<file path="src/rtl/xor_mp_pkg.sv">
package xor_mp_pkg;

    // Slot inside write port `owner`'s bank group that serves write port `peer`.
    // Slots 0..num_rd-1 serve the read ports; the remaining slots serve the
    // other write ports in ascending order, skipping the owner itself.
    function automatic int peer_slot(input int num_rd, input int owner, input int peer);
        return num_rd + ((peer < owner) ? peer : peer - 1);
    endfunction

    // Index of a peer word inside a write port's packed peer vector.
    function automatic int peer_lane(input int self_idx, input int other);
        return (other < self_idx) ? other : other - 1;
    endfunction

endpackage

</file>
<file path="src/rtl/xor_mp_bank.sv">
module xor_mp_bank #(
    parameter int DATA_W = 16,
    parameter int DEPTH  = 32,
    parameter int ADDR_W = $clog2(DEPTH)
) (
    input  logic              clk,
    input  logic              rst_n,
    input  logic              we_i,
    input  logic [ADDR_W-1:0] waddr_i,
    input  logic [DATA_W-1:0] wdata_i,
    input  logic [ADDR_W-1:0] raddr_i,
    output logic [DATA_W-1:0] rdata_o
);

    logic [DATA_W-1:0] mem_q [DEPTH];
    logic [DATA_W-1:0] rdata_d;
    logic [DATA_W-1:0] rdata_q;

    // Read-first: the registered read sees the array before this edge's write.
    always_comb begin
        rdata_d = mem_q[raddr_i];
    end

    always_ff @(posedge clk) begin
        if (!rst_n) begin
            for (int i = 0; i < DEPTH; i++) begin
                mem_q[i] <= '0;
            end
            rdata_q <= '0;
        end else begin
            rdata_q <= rdata_d;
            if (we_i) begin
                mem_q[waddr_i] <= wdata_i;
            end
        end
    end

    assign rdata_o = rdata_q;

    // the bank leaves reset presenting zero.
    p_clear_out_r1: assert property (@(posedge clk) disable iff (!rst_n)
        $rose(rst_n) |-> (rdata_o == '0));

    // a read of an address committed on the previous edge returns that word.
    p_write_lands_r4: assert property (@(posedge clk) disable iff (!rst_n)
        ($past(we_i, 2) && ($past(raddr_i) == $past(waddr_i, 2)))
        |-> (rdata_o == $past(wdata_i, 2)));

endmodule

</file>
<file path="src/rtl/xor_mp_wr_port.sv">
module xor_mp_wr_port #(
    parameter  int DATA_W   = 16,
    parameter  int ADDR_W   = 5,
    parameter  int NUM_PEER = 1,
    localparam int PEER_N   = (NUM_PEER > 0) ? NUM_PEER : 1
) (
    input  logic                     clk,
    input  logic                     rst_n,
    input  logic                     en_i,
    input  logic [ADDR_W-1:0]        addr_i,
    input  logic [DATA_W-1:0]        data_i,
    input  logic [PEER_N*DATA_W-1:0] peer_word_i,
    output logic                     we_o,
    output logic [ADDR_W-1:0]        waddr_o,
    output logic [DATA_W-1:0]        wdata_o
);

    typedef struct packed {
        logic              vld;
        logic [ADDR_W-1:0] addr;
        logic [DATA_W-1:0] data;
    } stage_t;

    stage_t st_d;
    stage_t st_q;
    logic [DATA_W-1:0] enc;

    // Stage 1: capture the request while the peer banks fetch their words.
    always_comb begin
        st_d      = st_q;
        st_d.vld  = en_i;
        st_d.addr = addr_i;
        st_d.data = data_i;
    end

    always_ff @(posedge clk) begin
        if (!rst_n) begin
            st_q <= '0;
        end else begin
            st_q <= st_d;
        end
    end

    // Stage 2: fold the peers' words into the data so that the XOR over all
    // groups at this address equals the new word.
    always_comb begin
        enc = st_q.data;
        for (int k = 0; k < NUM_PEER; k++) begin
            enc = enc ^ peer_word_i[k*DATA_W +: DATA_W];
        end
    end

    assign we_o    = st_q.vld;
    assign waddr_o = st_q.addr;
    assign wdata_o = enc;

    // a request commits on the following edge, and only then.
    p_commit_next_r3: assert property (@(posedge clk) disable iff (!rst_n)
        en_i |=> we_o);

    // no request, no commit.
    p_idle_quiet_r7: assert property (@(posedge clk) disable iff (!rst_n)
        !en_i |=> !we_o);

    // the commit lands at the address that was requested.
    p_addr_kept_r3: assert property (@(posedge clk) disable iff (!rst_n)
        en_i |=> (waddr_o == $past(addr_i)));

endmodule

</file>
<file path="src/rtl/xor_mp_rd_port.sv">
module xor_mp_rd_port #(
    parameter int DATA_W = 16,
    parameter int NUM_WR = 2
) (
    input  logic [NUM_WR*DATA_W-1:0] share_i,
    output logic [DATA_W-1:0]        data_o
);

    logic [DATA_W-1:0] acc;

    always_comb begin
        acc = '0;
        for (int g = 0; g < NUM_WR; g++) begin
            acc = acc ^ share_i[g*DATA_W +: DATA_W];
        end
    end

    assign data_o = acc;

endmodule

</file>
<file path="src/rtl/xor_mp_mem.sv">
module xor_mp_mem #(
    parameter  int NUM_RD = 3,
    parameter  int NUM_WR = 2,
    parameter  int DATA_W = 16,
    parameter  int DEPTH  = 32,
    localparam int ADDR_W = $clog2(DEPTH)
) (
    input  logic                     clk,
    input  logic                     rst_n,
    input  logic [NUM_WR-1:0]        wr_en,
    input  logic [NUM_WR*ADDR_W-1:0] wr_addr,
    input  logic [NUM_WR*DATA_W-1:0] wr_data,
    input  logic [NUM_RD*ADDR_W-1:0] rd_addr,
    output logic [NUM_RD*DATA_W-1:0] rd_data
);

    localparam int NUM_PEER = NUM_WR - 1;
    localparam int PEER_N   = (NUM_PEER > 0) ? NUM_PEER : 1;
    localparam int GRP_BK   = NUM_RD + NUM_PEER;

    logic [ADDR_W-1:0] bk_raddr [NUM_WR][GRP_BK];
    logic [DATA_W-1:0] bk_rdata [NUM_WR][GRP_BK];
    logic              grp_we    [NUM_WR];
    logic [ADDR_W-1:0] grp_waddr [NUM_WR];
    logic [DATA_W-1:0] grp_wdata [NUM_WR];

    genvar w, j, r;

    // Bank groups: one per write port, every bank in a group written alike.
    for (w = 0; w < NUM_WR; w++) begin : g_grp
        for (j = 0; j < GRP_BK; j++) begin : g_bank
            if (j < NUM_RD) begin : g_rd_slot
                assign bk_raddr[w][j] = rd_addr[j*ADDR_W +: ADDR_W];
            end else begin : g_wr_slot
                localparam int REQ = (j - NUM_RD < w) ? (j - NUM_RD) : (j - NUM_RD + 1);
                assign bk_raddr[w][j] = wr_addr[REQ*ADDR_W +: ADDR_W];
            end

            xor_mp_bank #(
                .DATA_W (DATA_W),
                .DEPTH  (DEPTH),
                .ADDR_W (ADDR_W)
            ) bank_i (
                .clk     (clk),
                .rst_n   (rst_n),
                .we_i    (grp_we[w]),
                .waddr_i (grp_waddr[w]),
                .wdata_i (grp_wdata[w]),
                .raddr_i (bk_raddr[w][j]),
                .rdata_o (bk_rdata[w][j])
            );
        end
    end

    // Write ports: gather the words the other groups hold for this port.
    for (w = 0; w < NUM_WR; w++) begin : g_wr
        logic [PEER_N*DATA_W-1:0] peer_vec;

        always_comb begin
            peer_vec = '0;
            for (int v = 0; v < NUM_WR; v++) begin
                if (v != w) begin
                    peer_vec[xor_mp_pkg::peer_lane(w, v)*DATA_W +: DATA_W] =
                        bk_rdata[v][xor_mp_pkg::peer_slot(NUM_RD, v, w)];
                end
            end
        end

        xor_mp_wr_port #(
            .DATA_W   (DATA_W),
            .ADDR_W   (ADDR_W),
            .NUM_PEER (NUM_PEER)
        ) wr_port_i (
            .clk         (clk),
            .rst_n       (rst_n),
            .en_i        (wr_en[w]),
            .addr_i      (wr_addr[w*ADDR_W +: ADDR_W]),
            .data_i      (wr_data[w*DATA_W +: DATA_W]),
            .peer_word_i (peer_vec),
            .we_o        (grp_we[w]),
            .waddr_o     (grp_waddr[w]),
            .wdata_o     (grp_wdata[w])
        );
    end

    // Read ports: decode by XOR across one bank of every group.
    for (r = 0; r < NUM_RD; r++) begin : g_rd
        logic [NUM_WR*DATA_W-1:0] share_vec;

        always_comb begin
            share_vec = '0;
            for (int g = 0; g < NUM_WR; g++) begin
                share_vec[g*DATA_W +: DATA_W] = bk_rdata[g][r];
            end
        end

        xor_mp_rd_port #(
            .DATA_W (DATA_W),
            .NUM_WR (NUM_WR)
        ) rd_port_i (
            .share_i (share_vec),
            .data_o  (rd_data[r*DATA_W +: DATA_W])
        );

        if (r > 0) begin : g_same_addr_chk
            // read ports that sampled one address return one word.
            p_ports_agree_r8: assert property (@(posedge clk) disable iff (!rst_n)
                ($past(rd_addr[r*ADDR_W +: ADDR_W]) == $past(rd_addr[0 +: ADDR_W]))
                |-> (rd_data[r*DATA_W +: DATA_W] == rd_data[0 +: DATA_W]));
        end
    end

endmodule

</file>
<file path="config.mk">
export PLATFORM = sky130hd
export DESIGN_NAME = xor_mp_mem
export DESIGN_NICKNAME = d
export VERILOG_FILES = /design/src/rtl/xor_mp_pkg.sv /design/src/rtl/xor_mp_bank.sv /design/src/rtl/xor_mp_wr_port.sv /design/src/rtl/xor_mp_rd_port.sv /design/src/rtl/xor_mp_mem.sv
export SDC_FILE = /design/constraint.sdc
export NUM_CORES = 2
export LEC_CHECK = 0
export BUFFER_PORTS_ARGS = -buffer_cell sky130_fd_sc_hd__buf_4
export CAP_MARGIN = 40
export CORE_MARGIN = 4
export CORE_UTILIZATION = 40
export CTS_CLUSTER_SIZE = 40
export DETAILED_ROUTE_END_ITERATION = 16
export PLACE_DENSITY = 0.57
export SLEW_MARGIN = 20
export SYNTH_ARGS = -nofsm -noshare
export SYNTH_HDL_FRONTEND = slang
export SYNTH_HIERARCHICAL = 1
export SYNTH_SLANG_ARGS = --single-unit
</file>
<file path="constraint.sdc">
create_clock -name clk -period 2.9 [get_ports clk]
set_input_delay 0.145 -clock clk [delete_from_list [all_inputs] [get_ports clk]]
set_output_delay 0.145 -clock clk [all_outputs]
set_load 0.01 [all_outputs]
</file>
==> flow_summary.toml <==
[power_and_ir_drop]
p_comb_share_pct = 9.3
ir_worst_vdd_uv = 528
seqPwrFrac_pct = 49.7
power_density_nw_per_um2 = 636
clock_power_share_pct = 41.1
switchingPower_uw = 34200
p_sw_share_pct = 24.1
p_leak_uw = 0.0814
internal-power_uw = 108000

[placement]
port_buffers = 108
hpwl_mm = 339
placed_cell_area_um2 = 207000
detailedPlace.worstSlack_ps = 16.5
gp_congestion = 0.832

[cts]
cts_made_buffers = 456
clk_pin_slew_ps = 60
ctsResizeCount = 0
root_buffer = "clkbuf_16"
htreeDepth = 5
cts_tree = "built"
cts_sinks = 4268
insertion_delay_ps = 1020
clk_path_buf_depth = 4

[drt]
first_iter_violations = 10700
met1Wirelength_mm = 226
top_layer_used = "met5"
vias = 108000
ant_nets = 0
wl_met2_mm = 268
wl_mm = 547
route.met3.wl_mm = 36.3
firstDrtPassIters = 6
vias_per_cell = 5.50
drt-wirelength-per-cell_um = 27.8
drc = 0

[floorplanning]
coreArea_um2 = 483000
dieArea_um2 = 497000
initial_core_util_pct = 40.2
io_pins = 109
die_x_um = 705
fp.dieH_um = 705
num_rows = 255

[timing]
rsz0062_at_grt = "false"
tightestPinTransition_ps = 1120
fmax_ghz = 0.408
hold_violations = 0
slew_viol_final = 0
finalClockSkew_ps = 95.5
finalCritPeriodShare_pct = 84.6
fin_crit_ps = 2450
whs_ps = 117
relSlewSlack_pct = 25.2
setup_ws_ps = 446
setup_viol = 0

[final_layout]
final_cell_area_um2 = 223000
seqCellArea_um2 = 126000
multiInputGateArea_um2 = 62600
fill_cells = 41500
drive_gt1_share_pct = 21.7
area_growth_pct = 14.7
layout.nets = 12900

[yosys]
yosysSeqAreaShare_pct = 65.1
synthCells = 12400
synth_area_um2 = 194000
yosys.area.top_type = "edfxtp_1"
yosys.area.top_type_share_pct = 63.3
async_flop_share_pct = 0
synth.distinct_cells = 39
synthTopCellsByArea = "edfxtp_1 (63%), and2_1 (13%), mux4_2 (7.7%)"
syn_nets = 12500
yosys-top-cells-count = "and2_1 (4116), edfxtp_1 (4096), clkbuf_1 (728)"
dominantRegCellSynth = "edfxtp_1"
yosys_warnings = 6
synthMostInstantiatedCell = "and2_1"
postSynthAreaPerCell_um2 = 15.7
synth_enable_flop_cells = 4096
ys_seq_elements = 4268

[job]
cap_violations = 0

[grt]
antenna_found_initial = 32
grt_pass1_vias = 112000
grt_max_degree = 129
grt_pass1_wl_mm = 791
grt_use_total_pct = 21.6
overflow = 0

[status]
status = "finished clean"

[critical_path]
end_kind = "register"
critPathMaxFanout = 28
crit_start = "g_wr[1].wr_port_i/waddr_o[4]"
rr_startpoint = "g_wr[1].wr_port_i/waddr_o[4]"
worstPathRequired_ps = 3780
critPathKind = "reg -> reg"
cp.arrival_ps = 3330
critPathLaunchType = "register"

[worst_hold_path]
hold_class = "in -> reg"
hold_start = "rd_addr[10]"
[state kept, by name, summed over array words and instances, names as in the netlist]
name / count
g_grp.g_bank.bank_i/mem_q: 4096
g_grp.g_bank.bank_i/rdata_o: 128
g_wr.wr_port_i/st_q: 32
g_wr.wr_port_i/waddr_o: 10
g_wr.wr_port_i/we_o: 2
[kinds of logic (layout without fill, tap and decap cells)]
group	count (synthesis)	in the layout	share of synthesized area (%)
muxes	1408	1408	13.6
AOI/OAI and AO/OA	864	864	3.12
DFF	4268	4268	65.1
buffers and inverters	1158	1962	3.02
and+or+nand+nor	4628	4628	14.8
xor gates and xnor gates	80	80	0.361
other	0	22	0
[critical path, cell delays in order, from the launching register on]
cell,delay (ps)
dfxtp_2,350
buf_12,250
nand3b_1,590
nor2_2,850
and2_1,230
[final timing paths]
kind              slack [ps]                                endpoint  cells past startpoint
setup / recovery         450  g_grp[1].g_bank[1].bank_i/mem_q[26][1]                      4
hold / removal           120   g_grp[1].g_bank[2].bank_i/rdata_o[10]                      5
setup reg to reg         450  g_grp[1].g_bank[1].bank_i/mem_q[26][1]                      4
hold reg to reg          750    g_grp[1].g_bank[0].bank_i/rdata_o[1]                      4
[cell usage in the layout, fill, tap and decap left out, types with 136 or more instances in the layout]
cell type and instances:
and2_1 4116, mux2_2 256, edfxtp_1 4096, mux2i_1 256
mux4_1 232, o21ai_1 256, mux4_2 664, buf_4 811
buf_12 152, clkbuf_16 458, dfxtp_1 166, nor2_2 136
[cell type report]
class | count | area share, %
sequential | 4268 | 56.8
timing repair buffer | 1108 | 4.80
tap | 6425 | 3.61
clock inverter | 269 | 1.24
clock buffer | 577 | 5.45
inverter | 8 | 0.0135
multi-input combinational | 6980 | 28.1
antenna | 22 | 0.0247
[layer usage]
layer,track usage (%),vias to the layer above
met5,0,-
met4,6.39,2
met2,36.2,3813
li1,-,47000
met3,2.83,799
met1,29.5,56500
[stage by stage]
stage	power [uW]	setup TNS, ps	std cells	util (%)
final	142000	0	19700	46.1
after global routing	146000	0	19600	46.1
after CTS	143000	0	19600	46.1
after detailed placement	84800	0	18700	42.8
after global placement	84500	0	18600	42.6
after floorplan	78100	-3920	12400	-
[what timing repair did]
action	in CTS	in global routing
endpoints found under the hold margin	269	0
hold buffers	116	0
buffers inserted	0	0
endpoints found under the setup margin	0	0
[power by group through the flow]
stage | clock network (uW) | logic (uW) | registers [uW]
3_3_place_gp | 0 | 12900 | 71600
5_1_grt | 62000 | 13800 | 70600
6_report | 58300 | 13100 | 70400
3_5_place_dp | 0 | 13100 | 71700
2_1_floorplan | 0 | 6740 | 71400
4_1_cts | 59400 | 13300 | 70400
(Power assumes the default switching activity.)
